### src/rtl/flash_stat_pkg.sv
// Shared types for the embedded-operation status reporter.
// Assumes the command codes are produced by an upstream command decoder.
package flash_stat_pkg;
    typedef enum logic [2:0] {
        ST_IDLE, ST_PROG, ST_ERASE, ST_GUARD, ST_PSUSP, ST_ESUSP, ST_FAIL
    } op_state_t;

    localparam logic [2:0] CMD_PROG   = 3'd1;
    localparam logic [2:0] CMD_ERASE  = 3'd2;
    localparam logic [2:0] CMD_SUSP   = 3'd3;
    localparam logic [2:0] CMD_RESUME = 3'd4;
    localparam logic [2:0] CMD_CLEAR  = 3'd5;

    localparam int BIT_POLL     = 7;
    localparam int BIT_TOG      = 6;
    localparam int BIT_TMO      = 5;
    localparam int BIT_SECT_TOG = 2;
endpackage

### src/rtl/fos_pulse_count.sv
// Counts tried and successful internal pulses of the running operation.
// Assumes: clear is asserted on the cycle an operation starts; count_en is
// low while suspended or not running, so counts are held there.
module fos_pulse_count #(
    parameter int GOOD_TARGET = 300,
    parameter int TRY_LIMIT   = 400
) (
    input  logic clk,
    input  logic rst_n,
    input  logic clear,
    input  logic count_en,
    input  logic tick,
    input  logic ok,
    output logic good_hit,
    output logic limit_hit
);
    localparam int TW = $clog2(TRY_LIMIT + 1);
    localparam int GW = $clog2(GOOD_TARGET + 1);

    logic [TW-1:0] tries_q;
    logic [GW-1:0] good_q;
    logic          step;

    assign step      = count_en && tick;
    assign good_hit  = step && ok && (good_q == GW'(GOOD_TARGET - 1));
    assign limit_hit = step && (tries_q == TW'(TRY_LIMIT - 1));

    // Purpose: advance both counts on each accepted pulse, saturating.
    always_ff @(posedge clk) begin
        if (!rst_n || clear) begin
            tries_q <= '0;
            good_q  <= '0;
        end else if (step) begin
            if (tries_q != TW'(TRY_LIMIT)) tries_q <= tries_q + 1'b1;
            if (ok && good_q != GW'(GOOD_TARGET)) good_q <= good_q + 1'b1;
        end
    end

    AST_LIMIT_STOPS: assert property (@(posedge clk) disable iff (!rst_n)
        limit_hit && !good_hit |=> !count_en);
    AST_GOOD_STOPS: assert property (@(posedge clk) disable iff (!rst_n)
        good_hit |=> !count_en);
endmodule

### src/rtl/fos_sequencer.sv
// Operation state machine: start, protected window, suspend/resume,
// completion, failure and clear. Latches the operation's kind, sector and
// data bit. Assumes at most one command per cycle.
module fos_sequencer
    import flash_stat_pkg::*;
#(
    parameter int SECT_W    = 6,
    parameter int GUARD_CYC = 50
) (
    input  logic              clk,
    input  logic              rst_n,
    input  logic [2:0]        cmd,
    input  logic [SECT_W-1:0] cmd_sector,
    input  logic              cmd_d7,
    input  logic              cmd_prot,
    input  logic              tick,
    input  logic              ok,
    input  logic              good_hit,
    input  logic              limit_hit,
    output op_state_t         state,
    output logic              op_erase,
    output logic              op_d7,
    output logic [SECT_W-1:0] op_sector,
    output logic              cnt_clear,
    output logic              cnt_en
);
    localparam int WW = (GUARD_CYC > 1) ? $clog2(GUARD_CYC) : 1;

    op_state_t     state_q, state_d;
    logic [WW-1:0] win_q;
    logic          start_ok;

    assign start_ok  = (state_q == ST_IDLE) && (cmd == CMD_PROG || cmd == CMD_ERASE);
    assign cnt_clear = start_ok && !cmd_prot;
    assign cnt_en    = (state_q == ST_PROG || state_q == ST_ERASE) && (cmd != CMD_SUSP);
    assign state     = state_q;

    // Purpose: choose the next operation state.
    always_comb begin
        state_d = state_q;
        case (state_q)
            ST_IDLE:  if (start_ok)
                          state_d = cmd_prot ? ST_GUARD
                                  : ((cmd == CMD_ERASE) ? ST_ERASE : ST_PROG);
            ST_PROG:  if (cmd == CMD_SUSP)    state_d = ST_PSUSP;
                      else if (tick && ok)    state_d = ST_IDLE;
                      else if (limit_hit)     state_d = ST_FAIL;
            ST_ERASE: if (cmd == CMD_SUSP)    state_d = ST_ESUSP;
                      else if (good_hit)      state_d = ST_IDLE;
                      else if (limit_hit)     state_d = ST_FAIL;
            ST_GUARD: if (win_q == '0)        state_d = ST_IDLE;
            ST_PSUSP: if (cmd == CMD_RESUME)  state_d = ST_PROG;
            ST_ESUSP: if (cmd == CMD_RESUME)  state_d = ST_ERASE;
            ST_FAIL:  if (cmd == CMD_CLEAR)   state_d = ST_IDLE;
            default:                          state_d = ST_IDLE;
        endcase
    end

    // Purpose: register the state and run the protected-target window.
    always_ff @(posedge clk) begin
        if (!rst_n) begin
            state_q <= ST_IDLE;
            win_q   <= '0;
        end else begin
            state_q <= state_d;
            if (start_ok && cmd_prot)                    win_q <= WW'(GUARD_CYC - 1);
            else if (state_q == ST_GUARD && win_q != '0) win_q <= win_q - 1'b1;
        end
    end

    // Purpose: capture the attributes of an accepted operation.
    always_ff @(posedge clk) begin
        if (!rst_n) begin
            op_erase  <= 1'b0;
            op_d7     <= 1'b0;
            op_sector <= '0;
        end else if (start_ok) begin
            op_erase  <= (cmd == CMD_ERASE);
            op_d7     <= cmd_d7;
            op_sector <= cmd_sector;
        end
    end

    AST_FAIL_STICKY: assert property (@(posedge clk) disable iff (!rst_n)
        state_q == ST_FAIL && cmd != CMD_CLEAR |=> state_q == ST_FAIL);
    AST_GUARD_EXIT: assert property (@(posedge clk) disable iff (!rst_n)
        state_q == ST_GUARD |=> state_q == ST_GUARD || state_q == ST_IDLE);
    AST_SUSP_WINS: assert property (@(posedge clk) disable iff (!rst_n)
        state_q == ST_ERASE && cmd == CMD_SUSP |=> state_q == ST_ESUSP);
endmodule

### src/rtl/fos_toggle.sv
// The two read-driven toggle bits. Each inverts on a read while its
// enable is high. Assumes enables are derived from the current state.
module fos_toggle (
    input  logic clk,
    input  logic rst_n,
    input  logic rd_en,
    input  logic run_en,
    input  logic sect_en,
    output logic t_run,
    output logic t_sect
);
    // Purpose: invert each toggle on an enabled read.
    always_ff @(posedge clk) begin
        if (!rst_n) begin
            t_run  <= 1'b0;
            t_sect <= 1'b0;
        end else if (rd_en) begin
            if (run_en)  t_run  <= !t_run;
            if (sect_en) t_sect <= !t_sect;
        end
    end
endmodule

### src/rtl/flash_op_status.sv
// Top of the embedded-operation status reporter. Combines the sequencer,
// pulse counter and toggles into the status word, read claim and busy line.
// Assumes the array engine raises pulse_tick once per completed pulse.
module flash_op_status
    import flash_stat_pkg::*;
#(
    parameter int SECT_W      = 6,
    parameter int GOOD_PULSES = 300,
    parameter int TRY_LIMIT   = 400,
    parameter int GUARD_CYC   = 50
) (
    input  logic              clk,
    input  logic              rst_n,
    input  logic [2:0]        cmd_code,
    input  logic [SECT_W-1:0] cmd_sector,
    input  logic              cmd_d7,
    input  logic              cmd_prot,
    input  logic              pulse_tick,
    input  logic              pulse_ok,
    input  logic              rd_en,
    input  logic [SECT_W-1:0] rd_sector,
    output logic [7:0]        status_word,
    output logic              status_sel,
    output logic              busy_n
);
    op_state_t         state;
    logic              op_erase, op_d7, cnt_clear, cnt_en, good_hit, limit_hit;
    logic [SECT_W-1:0] op_sector;
    logic              active, hit_sector, sect_en, t_run, t_sect;

    fos_sequencer #(.SECT_W(SECT_W), .GUARD_CYC(GUARD_CYC)) u_seq (
        .clk(clk), .rst_n(rst_n), .cmd(cmd_code), .cmd_sector(cmd_sector),
        .cmd_d7(cmd_d7), .cmd_prot(cmd_prot), .tick(pulse_tick), .ok(pulse_ok),
        .good_hit(good_hit), .limit_hit(limit_hit), .state(state),
        .op_erase(op_erase), .op_d7(op_d7), .op_sector(op_sector),
        .cnt_clear(cnt_clear), .cnt_en(cnt_en)
    );

    fos_pulse_count #(.GOOD_TARGET(GOOD_PULSES), .TRY_LIMIT(TRY_LIMIT)) u_cnt (
        .clk(clk), .rst_n(rst_n), .clear(cnt_clear), .count_en(cnt_en),
        .tick(pulse_tick), .ok(pulse_ok), .good_hit(good_hit), .limit_hit(limit_hit)
    );

    assign active     = (state == ST_PROG) || (state == ST_ERASE)
                     || (state == ST_GUARD) || (state == ST_FAIL);
    assign hit_sector = (rd_sector == op_sector);
    assign sect_en    = op_erase && hit_sector
                     && (state == ST_ERASE || state == ST_ESUSP || state == ST_FAIL);

    fos_toggle u_tog (
        .clk(clk), .rst_n(rst_n), .rd_en(rd_en), .run_en(active),
        .sect_en(sect_en), .t_run(t_run), .t_sect(t_sect)
    );

    assign status_sel = active || (state == ST_ESUSP && hit_sector);
    assign busy_n     = !active;

    // Purpose: assemble the status word for a claimed read.
    always_comb begin
        status_word = '0;
        if (status_sel) begin
            status_word[BIT_POLL]     = op_erase ? (state == ST_ESUSP) : !op_d7;
            status_word[BIT_TOG]      = t_run;
            status_word[BIT_TMO]      = (state == ST_FAIL);
            status_word[BIT_SECT_TOG] = t_sect;
        end
    end

    AST_FAIL_BUSY: assert property (@(posedge clk) disable iff (!rst_n)
        status_word[BIT_TMO] |-> !busy_n);
    AST_QUIET_WITHOUT_READ: assert property (@(posedge clk) disable iff (!rst_n)
        !rd_en |=> $stable(t_run) && $stable(t_sect));
    AST_OTHER_SECTOR: assert property (@(posedge clk) disable iff (!rst_n)
        rd_en && !hit_sector |=> $stable(t_sect));
    AST_PSUSP_FROZEN: assert property (@(posedge clk) disable iff (!rst_n)
        state == ST_PSUSP |=> $stable(t_run) && $stable(t_sect));
endmodule

### config.mk
export PLATFORM = sky130hd
export DESIGN_NAME = flash_op_status
export DESIGN_NICKNAME = d
export VERILOG_FILES = /design/src/rtl/flash_stat_pkg.sv /design/src/rtl/fos_pulse_count.sv /design/src/rtl/fos_sequencer.sv /design/src/rtl/fos_toggle.sv /design/src/rtl/flash_op_status.sv
export SDC_FILE = /design/constraint.sdc
export NUM_CORES = 1
export LEC_CHECK = 0
export BUFFER_PORTS_ARGS = -buffer_cell sky130_fd_sc_hd__buf_2
export CAP_MARGIN = 10
export CORE_MARGIN = 8
export CORE_UTILIZATION = 57
export DETAILED_ROUTE_END_ITERATION = 10
export GPL_TIMING_DRIVEN = 1
export PLACE_DENSITY_LB_ADDON = 0.12
export SLEW_MARGIN = 20
export SYNTH_ARGS = -nofsm -noshare
export SYNTH_HDL_FRONTEND = slang
export SYNTH_SLANG_ARGS = --single-unit
export TNS_END_PERCENT = 100
### constraint.sdc
create_clock -name clk -period 1.87 [get_ports clk]
set_input_delay 0.2805 -clock clk [delete_from_list [all_inputs] [get_ports clk]]
set_output_delay 0.2805 -clock clk [all_outputs]
set_load 0.005 [all_outputs]
Yosys cells after proc, flatten, opt, wreduce, memory -nomap -nowiden:

Cells that the tools add are included.

* reductions and logical operators: 38
* bitwise gates (word level): 1
* add/sub/neg operators: 3
* equality and inequality tests: 22
* muxes and demuxes: 18

Operators by type and width (count)
* $mux W3: 12
* $pmux W3 S7: 1
* $add A9 B1 Y9 const B: 2
* $eq A9 B9 Y1 const B: 2
* $ne A9 B9 Y1 const B: 2
* $eq A3 B3 Y1 const B: 5
* $logic_and A1 B1 Y1: 14
* $eq A3 B2 Y1 const B: 4
* $mux W6: 2
* $ne A2 B1 Y1 const B: 5
* $logic_or A1 B1 Y1: 8
* $reduce_and A2 Y1: 4
* $eq A3 B1 Y1 const B: 2
* $eq A6 B6 Y1: 1
* $logic_not A1 Y1: 6
* $logic_not A6 Y1: 1
* $reduce_bool A6 Y1: 1
* $sub A6 B1 Y6 const B: 1
* $reduce_and A5 Y1: 1
* $logic_not A3 Y1: 1
* $ne A3 B2 Y1 const B: 1
* $mux W1: 2
* $mux W2: 1
* $reduce_bool A2 Y1: 1
* 2 further kinds: 2

* bits in registers: 37
* logic and storage cells: 92
* input bits: 22
* output and inout bits: 10

Logic depth before layout (Yosys ltp):

Gate-level depths: netlist (run 1).

* word-level depth: 9
* mapped depth: 7
* depth with buffers taken out: 7

By module:

Synthesis (run 1) repeated with hierarchy kept, for this count alone.

* cell total of the unflattened synthesis: 277
* area, all modules: 2346.0 um^2

Modules (own cells, without submodules)
* fos_sequencer: cells each 120, instances 1, area each 991.0 um^2, seq. area each 340.3 um^2
* fos_pulse_count: cells each 113, instances 1, area each 967.2 um^2, seq. area each 360.3 um^2
* flash_op_status: cells each 34, instances 1, area each 300.3 um^2, seq. area each 0.0 um^2
* fos_toggle: cells each 10, instances 1, area each 87.6 um^2, seq. area each 40.0 um^2

Worst setup path before layout (run 1):

OpenSTA, ideal clock, no wires.

* path kind: register to register
* start point: reg u_seq.win_q[0]
* end point: reg u_seq.win_q[4]
* library setup time: 0.121 ns
* buffers on the path: 0
* slack: 0.221 ns
* data required time: 1.749 ns
* period minus slack after synthesis: 1.649 ns
* stages on the path, launching flop included: 8
* arrival time: 1.528 ns
* cell sequence: dfxtp_1 -> inv_1 -> ha_1 -> nor2b_1 -> a211oi_4 -> and4bb_2 -> xnor2_1 -> a21boi_1

* word-level cells in the longest chain between the ends: 3
* elaborated cells on any way between the ends: 6
* those cells by class: 1 x add/sub; 2 x mux; 3 x reduce/logical

Ends and longest elaborated chain
* start: declaration: RTL line fos_sequencer.sv:30 `logic [WW-1:0] win_q;`
* start signal: assignment: RTL line fos_sequencer.sv:66 `if (start_ok && cmd_prot) win_q <= WW'(GUARD_CYC - 1);`
* start signal: assignment: RTL line fos_sequencer.sv:67 `else if (state_q == ST_GUARD && win_q != '0) win_q <= win_q - 1'b1;`
* $sub A6 B1 Y6 or $reduce_bool A6 Y1 (tied branches): RTL line fos_sequencer.sv:67
* $mux W6 or $logic_and A1 B1 Y1 (tied branches): RTL line fos_sequencer.sv:67
* $mux W6 or $reduce_bool A2 Y1 (tied branches)

Parallel ways exist; a longest one is shown, timed or not. The select of a mux whose other input is x is not followed.
A chain may end at the register's enable or synchronous reset.

Worst setup path after layout (run 1):

* start point: reg u_seq.op_sector[1]
* end point: out status_word[2]

* word-level cells in the longest chain between the ends: 4

Ends and longest elaborated chain
* start: declaration: RTL line fos_sequencer.sv:23 `output logic [SECT_W-1:0] op_sector,`
* start signal: assignment: RTL line fos_sequencer.sv:80 `op_sector <= cmd_sector;`
* $eq A6 B6 Y1: RTL line flash_op_status.sv:46 `assign hit_sector = (rd_sector == op_sector);`
* $logic_and A1 B1 Y1: RTL line flash_op_status.sv:55 `assign status_sel = active || (state == ST_ESUSP && hit_sector);`
* $logic_or A1 B1 Y1: RTL line flash_op_status.sv:55
* $mux W1: RTL line flash_op_status.sv:61 `if (status_sel) begin`
* end: declaration: RTL line flash_op_status.sv:22 `output logic [7:0] status_word,`

No other way between the ends.

==> flow_summary_export.csv, run 1 <==
group,metric,value,unit
timing,tns,0,ns
timing,finalCriticalPeriod,1.85,ns
synth,yosysSeqAreaShare,0.312,
routing,drt_iter0_drc,79,
final_layout,n_antenna_cell,0,
cts,htreeDepth,2,
critical_path,crit_family,"compound AO/OA/AOI/OAI gates",
final_layout,stdcell_count,366,
critical_path,path_class,"flip-flop to primary output",
critical_path,worstSetupStartpointType,"flip-flop",
die,initial_core_util,0.593,
critical_path,cp_max_fo,3,
die,die_h,80.5,um
routing,routed_wl,5060,um
timing,fmax,0.541,GHz
power_and_ir_drop,p_per_area,665,nW/um2
placement,placed_area,2600,um2
timing,maxSlewViolCount,0,
global_routing,gr-usage-all-layers,0.162,
synth,async_reset_ff_frac,0,
routing,dr_wl_met3,206,um
power_and_ir_drop,total_power,1.87,mW
critical_path,reg2reg_to,"u_seq.win_q[4]",
routing,first_pass_iters,4,
power_and_ir_drop,p_leak,1.04,nW
synth,ys_types,58,
critical_path,ff2ff_path_depth,7,
cts,clock_latency,0.29,ns
cts,cts-hold-fix-buffers,0,
synth,synth_seq_cells,37,
synth,synth_top_area_share,0.312,
power_and_ir_drop,ir_drop,0.538,mV
global_routing,grt_max_degree,19,
synth,netlist_area,2370,um2
synth,synth_enable_flop_cells,0,
routing,wl_per_cell,13.8,um
min_path,min_from,"cmd_sector[0]",
min_path,holdPathEnd,"u_seq.op_sector[0]",
routing,top_layer_used,"met4",
timing,fin_skew,0.00554,ns
cts,cts_tree,"yes",
synth,synth_ff_type,"dfxtp_1",
synth,synth.avg_cell_area,8.42,um2
cts,cts_buffers,5,
routing,wl_met2,2470,um
global_routing,grt_pass1_wl,8510,um
critical_path,crit_required,1.59,ns
min_path,hold_depth,3,
global_routing,grt_overflow,0,
cts,cts_root_buf,"clkbuf_8",
die,pin_count,32,
critical_path,slowest_stage,"dfxtp_2",
final_layout,syn_to_final_growth,18.2,%
status,status,"finished, final reports clean",
die,die_width,80.5,um
synth,synth_cells,282,
synth,yosysTopAreaCell,"dfxtp_1",
final_layout,post_route_cells_drive_above_1_share,0.272,
global_routing,grt_pass1_vias,1897,
synth,synth_warnings,0,
job,drv_cap,0,
final_layout,utilization,0.702,
critical_path,r2r-start,"u_seq.win_q[0]",
placement,dp_slack,0.116,ns
critical_path,end_kind,"primary output",
routing,drc_errors,0,
placement,place_congestion,0.817,
synth,synthTopCellsByArea,"dfxtp_1 31%, xnor2_1 8.1%, nand2_1 5.1%",
placement,dp_hpwl,3760,um
die,dieArea,6490,um2
timing,setup_viol,0,
final_layout,fin_area,2810,um2
min_path,hold_path_class,"input pin to flip-flop",
timing,rsz0062_at_grt,"true",
critical_path,r2r_setup_slack,0.18,ns
routing,drt.antenna.violating_nets,0,
die,core_area,4000,um2
final_layout,nNetsFinal,343,
critical_path,crit_path_max_incr_delay,0.36,ns
critical_path,cp_cell_sequence,"xnor2_2 > nand2_2 > o41ai_4 > a21oi_2 > nor2b_1 > buf_2",
global_routing,antenna_found_initial,0,
timing,fin_crit_sh,0.988,
placement,portBuffers,27,
routing,via_per_inst,5.54,
timing,setup_slack,0.0219,ns
timing,hold_viol_final,0,
routing,vias,2029,
cts,cts.reportedPaths.clkPinSlew,0.07,ns
die,rows,23,
timing,holdWs,0.250,ns
cts,cts_sinks,37,
critical_path,worst-path-buf-inv,1,
critical_path,arrival,1.57,ns
routing,met1_length,2310,um
cts,cts_max_path_buffers,2,
placement,dp_cells,357,
==> cell families after synthesis <==
| logic type | Yosys count | share of synthesized area |
|---|---|---|
| AND/OR/NAND/NOR | 122 | 0.304 |
| AO/OA/AOI/OAI | 52 | 0.154 |
| flip-flops | 37 | 0.312 |
| buffers and inverters | 31 | 0.0664 |
| XOR/XNOR | 29 | 0.113 |
| adder cells (fa/ha/maj) | 6 | 0.0316 |
| multiplexers | 4 | 0.0169 |
| other | 1 | 0.00158 |
==> sequential cells by signal, indices dropped and copies added, names as in the netlist <==
register,cells
u_tog.t_sect,1
u_cnt.tries_q,9
u_cnt.good_q,9
u_seq.op_sector,6
u_tog.t_run,1
u_seq.state,3
u_seq.op_erase,1
u_seq.win_q,6
u_seq.op_d7,1
==> synthesized netlist by cell type (7+ instances only) <==
master and number:
dfxtp_1 37, nor2_1 22, nor3_1 8, inv_1 13
nand3_1 15, o21ai_0 11, buf_4 7, nand2_1 32
xnor2_1 22, a21boi_0 10, a21oi_1 11
==> metal layers <==
| metal | global-route usage | vias up |
|---|---|---|
| met5 | 0 | - |
| met4 | 0.0600 | 0 |
| met3 | 0.0346 | 9 |
| met2 | 0.261 | 33 |
| met1 | 0.206 | 948 |
| li1 | - | 1039 |
==> cell type report <==
cell class / count / area [um2]
multi-input combinational: 217 / 1590
tap: 50 / 62.6
clock buffer: 6 / 72.6
inverter: 13 / 48.8
fill: 326 / 1190
sequential: 37 / 751
clock inverter: 2 / 10.0
timing repair buffer: 41 / 269
==> power breakdown <==
| group | total (mW) | switching, mW | leakage, nW | internal [mW] |
|---|---|---|---|---|
| clock network | 0.532 | 0.274 | 0.0450 | 0.258 |
| registers | 0.860 | 0.0359 | 0.303 | 0.824 |
| logic | 0.476 | 0.265 | 0.691 | 0.211 |
==> worst register-to-register path, delay by kind of cell (launching register included) <==
family	cells	cell delay, ns
AND/OR/NAND/NOR	2	0.45
AO/OA/AOI/OAI	2	0.35
flip-flops	1	0.37
buffers and inverters	1	0.10
adder cells (fa/ha/maj)	1	0.20
XOR/XNOR	1	0.11
==> layout by cell type, fill, tap and decap left out, drive strengths merged, types with 2 or more instances in the layout <==
master	synthesis	final
buf	14	41
dfxtp	37	37
nand2	34	34
nor2	22	22
xnor2	22	22
nand3	15	15
inv	13	13
o21ai	12	12
a21boi	11	11
a21oi	11	11
nor3	8	8
nor4	8	8
xor2	7	7
ha	6	6
clkbuf	4	6
and2	5	5
nor2b	5	5
mux2i	4	4
conb	1	4
nor4b	4	4
or3	3	3
a31oi	3	3
a211oi	3	3
nand3b	3	3
o211ai	2	2
nand4	2	2
and4b	2	2
nor3b	2	2
clkinv	0	2
==> how the worst max path moves through the flow <==
stage                      end  cells past startpoint                from  slack, ns
3_3_place_gp    u_seq.state[0]                      5      u_seq.win_q[2]       0.16
5_1_grt         status_word[2]                      6  u_seq.op_sector[1]      -0.08
6_report        status_word[2]                      6  u_seq.op_sector[1]       0.02
4_1_cts         status_word[7]                      7      u_seq.state[1]      0.006
2_1_floorplan   u_seq.win_q[4]                      7      u_seq.win_q[0]       0.22
3_5_place_dp   u_cnt.good_q[2]                      6      u_seq.state[1]       0.12
==> repair_timing <==
action                     4_1_cts  5_1_grt
setup endpoints to repair        4       23
pin swaps                        4       11
setup buffers                    0        1
gates resized for setup          7       22
(Power assumes the default switching activity.)
==> run 2: changes to the inputs <==
PLACE_DENSITY_LB_ADDON = 0.2   (was 0.12)
SKIP_CTS_REPAIR_TIMING = 1   (was not set)
==> run 2 against run 1 <==
Clock skew up 0.00071 ns. Cell count up 0.27%. Die area unchanged. Combinational power down 2%. Power up 1.1%. Non-clock buffer count up 2. Clock-buffer cell count up 1. Via count down 2.1%. Final area down 1.5%. Routed wire length down 0.65%. Setup slack better by 0.024 ns. Critical path type unchanged.
==> flow_summary_export.csv, run 2 (same netlist as run 1, synthesis figures left out) <==
group,metric,value,unit
placement,dp_cells,359,
routing,first_pass_iters,4,
placement,dp_slack,0.158,ns
critical_path,arrival,1.54,ns
timing,rsz0062_at_grt,"true",
min_path,hold_depth,3,
timing,hold_viol_final,0,
critical_path,slowest_stage,"o41ai_2",
die,initial_core_util,0.593,
cts,htreeDepth,2,
routing,via_per_inst,5.41,
timing,fin_skew,0.00625,ns
die,rows,23,
critical_path,worst-path-buf-inv,1,
final_layout,top_regs,"u_cnt.good_q (9), u_cnt.tries_q (9)",
power_and_ir_drop,p_leak,1.03,nW
min_path,hold_path_class,"input pin to flip-flop",
placement,portBuffers,27,
critical_path,r2r_setup_slack,0.16,ns
global_routing,grt_pass1_wl,8430,um
cts,clock_latency,0.29,ns
timing,holdWs,0.247,ns
timing,fmax,0.548,GHz
global_routing,use_met3,0.0379,
cts,cts_max_path_buffers,2,
timing,finalCriticalPeriod,1.82,ns
power_and_ir_drop,total_power,1.89,mW
die,dieArea,6490,um2
die,pin_count,32,
timing,fin_crit_sh,0.975,
final_layout,syn_to_final_growth,16.4,%
routing,drt_iter0_drc,135,
cts,cts.reportedPaths.clkPinSlew,0.07,ns
critical_path,crit_path_max_incr_delay,0.35,ns
global_routing,use_met2,0.252,
global_routing,gr-usage-all-layers,0.159,
cts,cts_root_buf,"clkbuf_8",
job,drv_cap,0,
timing,setup_slack,0.0460,ns
critical_path,worstSetupStartpointType,"flip-flop",
routing,wl_per_cell,13.7,um
global_routing,grt_max_degree,19,
final_layout,final_cell_mix,"32 x dfxtp_1, 29 x nand2_1, 27 x buf_2, 22 x nor2_1, 18 x xnor2_1",
critical_path,crit_required,1.59,ns
routing,vias,1987,
cts,cts_sinks,37,
die,die_h,80.5,um
final_layout,post_route_cells_drive_above_1_share,0.259,
die,die_width,80.5,um
critical_path,end_kind,"primary output",
placement,place_congestion,0.832,
status,status,"finished, final reports clean",
placement,dp_hpwl,3730,um
global_routing,grtUsageMet1,0.205,
critical_path,cp_cell_sequence,"xnor2_2 > nand2_2 > o41ai_2 > a21oi_2 > nor2b_1 > buf_2",
power_and_ir_drop,p_per_area,683,nW/um2
routing,drc_errors,0,
global_routing,grt_overflow,0,
timing,setup_viol,0,
critical_path,path_depth,6,
critical_path,crit_family,"compound AO/OA/AOI/OAI gates",
critical_path,path_class,"flip-flop to primary output",
routing,routed_wl,5020,um
global_routing,top_usage_layer,"met2",
final_layout,n_antenna_cell,0,
timing,maxSlewViolCount,0,
power_and_ir_drop,ir_drop,0.589,mV
critical_path,cp_max_fo,3,
die,core_area,4000,um2
critical_path,ff2ff_path_depth,7,
global_routing,antenna_found_initial,0,
final_layout,nNetsFinal,345,
final_layout,stdcell_count,367,
routing,drt.antenna.violating_nets,0,
cts,cts_buffers,5,
cts,cts_tree,"yes",
global_routing,grt_pass1_vias,1914,
final_layout,final_common_cell,"dfxtp_1",
run 2: layout make-up:
type                       instances  area [um2]
fill                             331        1240
inverter                          13        48.8
sequential                        37         747
clock buffer                       7        86.3
timing repair buffer              43         268
multi-input combinational        217        1550
tap                               50        62.6
run 2: worst paths after layout:
path | startpoint | end
worst max-delay path | u_seq.op_sector[2] | status_word[2]
worst min-delay path | cmd_sector[3] | u_seq.op_sector[3]
worst max register to register | u_cnt.tries_q[1] | u_seq.state[1]
worst min register to register | u_seq.op_sector[1] | u_seq.op_sector[1]
run 2: tightest hold or removal path, delay by kind of cell:
family                 cells  cell delay [ns]
and+or+nand+nor            1             0.05
buffers and inverters      1             0.10
AOI/OAI and AO/OA          1             0.06
run 2: report_power, final:
group | total (mW) | switching (mW) | internal, mW
sequential | 0.859 | 0.0356 | 0.824
combinational | 0.467 | 0.255 | 0.212
clock | 0.561 | 0.269 | 0.292
total | 1.89 | 0.559 | 1.33
run 2: metal layers:
metal,share of wire,vias to the layer above
met5,0,-
met4,0.012,0
met1,0.48,912
met2,0.47,25
met3,0.039,5
li1,-,1045
run 2: stage by stage:
| stage | utilization | TNS (ns) | cell area, um2 |
|---|---|---|---|
| 2_1_floorplan | - | 0 | 2380 |
| 4_1_cts | 0.671 | -0.249 | 2690 |
| 6_report | 0.691 | 0 | 2760 |
| 5_1_grt | 0.691 | -0.226 | 2760 |
| 3_3_place_gp | 0.650 | 0 | 2600 |
| 3_5_place_dp | 0.650 | 0 | 2600 |
==> run 3: changes to the inputs <==
BUFFER_PORTS_ARGS = -buffer_cell sky130_fd_sc_hd__buf_4   (was -buffer_cell sky130_fd_sc_hd__buf_2)
CORE_UTILIZATION = 52   (was 57)
clock period = 1.6 ns   (was 1.87 ns; I/O delays follow)
==> run 3 against run 2 <==
The flow now finishes with violations (setup timing). Combinational power is 110% higher. Die area grew 7.7%. Clock skew grew 0.011 ns. Final area rose by 32%. Setup slack got worse by 0.33 ns. Critical path type unchanged.
==> flow_summary_export.csv, run 3 (same netlist as run 1, synthesis figures left out) <==
group,metric,value,unit
routing,vias,2487,
min_path,holdPathEnd,"u_seq.op_sector[3]",
final_layout,layout.area.seq,761,um2
routing,wl_per_cell,19.5,um
die,initial_core_util,0.541,
global_routing,grt_max_degree,20,
final_layout,final_cell_mix,"62 x buf_4, 28 x nand2_1, 25 x dfxtp_1, 15 x nand3_1",
timing,fin_crit_sh,1.18,
placement,portBuffers,27,
timing,maxSlewViolCount,0,
power_and_ir_drop,p_per_area,736,nW/um2
cts,htreeDepth,2,
power_and_ir_drop,power_frac_seq,0.379,
global_routing,gr-usage-all-layers,0.152,
global_routing,antenna_found_initial,0,
placement,dp_hpwl,4010,um
final_layout,top_regs,"u_cnt.good_q (9), u_cnt.tries_q (9)",
timing,rsz0062_at_grt,"true",
timing,finalCriticalPeriod,1.88,ns
critical_path,crit_path_max_incr_delay,0.34,ns
die,die_h,83.6,um
cts,cts_buffers,5,
critical_path,worstSetupStartpointType,"flip-flop",
critical_path,path_class,"flip-flop to primary output",
power_and_ir_drop,power_frac_comb,0.371,
die,core_area,4380,um2
critical_path,worst-path-buf-inv,2,
final_layout,multi_input_area,1900,um2
critical_path,cp_max_fo,2,
global_routing,grt_pass1_wl,9070,um
power_and_ir_drop,p_leak,1.36,nW
timing,setup_viol,28,
routing,drt.antenna.violating_nets,0,
die,pin_count,32,
critical_path,arrival,1.64,ns
timing,setup_slack,-0.282,ns
final_layout,final_common_cell,"buf_4",
die,dieArea,6980,um2
power_and_ir_drop,p_int,1.78,mW
power_and_ir_drop,swShare,0.334,
placement,placed_area,2810,um2
cts,cts.reportedPaths.clkPinSlew,0.08,ns
placement,dp_slack,-0.0982,ns
job,drv_cap,0,
routing,via_per_inst,6.07,
min_path,min_from,"cmd_sector[3]",
routing,drc_errors,0,
final_layout,fin_area,3640,um2
routing,routed_wl,7990,um
timing,hold_viol_final,0,
cts,cts_max_path_buffers,2,
critical_path,reg2reg_to,"u_cnt.good_q[2]",
timing,fmax,0.531,GHz
global_routing,grt_pass1_vias,2045,
power_and_ir_drop,clock_power_share,0.249,
critical_path,r2r-start,"u_seq.state[1]",
routing,first_pass_iters,6,
final_layout,syn_to_final_growth,53.2,%
cts,clock_latency,0.30,ns
status,status,"finished, violations left",
cts,cts_root_buf,"clkbuf_8",
power_and_ir_drop,p_sw,893,uW
routing,drt_iter0_drc,240,
final_layout,nNetsFinal,385,
global_routing,grt_overflow,0,
final_layout,n_fill_cell,249,
timing,fin_skew,0.0169,ns
power_and_ir_drop,ir_drop,0.827,mV
min_path,hold_path_class,"input pin to flip-flop",
placement,place_congestion,0.820,
die,die_width,83.6,um
placement,dp_cells,379,
die,rows,24,
status,violations,"setup timing",
cts,cts_tree,"yes",
critical_path,ff2ff_path_depth,7,
critical_path,crit_required,1.36,ns
critical_path,crit_start,"u_seq.op_sector[3]",
min_path,hold_depth,3,
critical_path,slowest_stage,"dfxtp_2",
critical_path,crit_family,"simple AND/OR/NAND/NOR gates",
final_layout,post_route_cells_drive_above_1_share,0.483,
critical_path,cp_cell_sequence,"xnor2_2 > nand2_2 > buf_6 > nor4_4 > o21ai_1 > o31ai_1 > buf_4",
critical_path,end_kind,"primary output",
critical_path,r2r_setup_slack,-0.16,ns
final_layout,stdcell_count,410,
cts,cts_sinks,37,
final_layout,n_antenna_cell,0,
## run 3: worst max-delay path by stage
stage	end	slack, ns	cells past startpoint
finish	status_word[7]	-0.28	7
global route	status_word[7]	-0.35	7
CTS	status_word[2]	-0.31	6
detailed placement	u_seq.state[1]	-0.1	6
global placement	u_seq.state[1]	-0.03	6
floorplan	u_seq.win_q[4]	0.01	7
## run 3: final cells by class
cell class                      count  share of cell area
Clock inverter                      3             0.00482
Timing Repair Buffer               83               0.214
Inverter                           13              0.0134
Tap cell                           52              0.0179
Sequential cell                    37               0.209
Clock buffer                        5              0.0189
Multi-Input combinational cell    217               0.522
## run 3: worst register-to-register path: stages, from the launching register on
cell and delay (ns):
dfxtp_4 0.38, buf_6 0.13, xor2_4 0.21, nand4b_4 0.16, buf_6 0.17, nor3_1 0.31, xnor2_1 0.23, nor2_4 0.06
## run 3: metal layers
layer  vias up  share of wire  global-route usage
met4         0          0.045              0.0518
met2       128           0.50               0.253
met5         -              0                   0
li1       1126              -                   -
met1      1193           0.39               0.182
met3        40          0.066              0.0430
## run 3: through the flow
| step | hold WS, ns | setup TNS, ns | util | power (mW) |
|---|---|---|---|---|
| after CTS | 0.209 | -1.36 | 0.660 | 2.27 |
| after global placement | 0.464 | -0.0293 | 0.640 | 1.61 |
| after global routing | 0.213 | -4.45 | 0.829 | 2.79 |
| after floorplan | 0.396 | 0 | - | 1.38 |
| after detailed placement | 0.474 | -0.132 | 0.640 | 1.62 |
| final | 0.210 | -2.74 | 0.829 | 2.67 |
## run 3: power groups by stage
| stage | Sequential (mW) | Combinational [mW] | Clock [mW] |
|---|---|---|---|
| after floorplan | 1.01 | 0.374 | 0 |
| after global placement | 1.02 | 0.593 | 0 |
| after detailed placement | 1.02 | 0.605 | 0 |
| after CTS | 0.995 | 0.608 | 0.668 |
| after global routing | 1.02 | 1.05 | 0.725 |
| final | 1.01 | 0.993 | 0.667 |
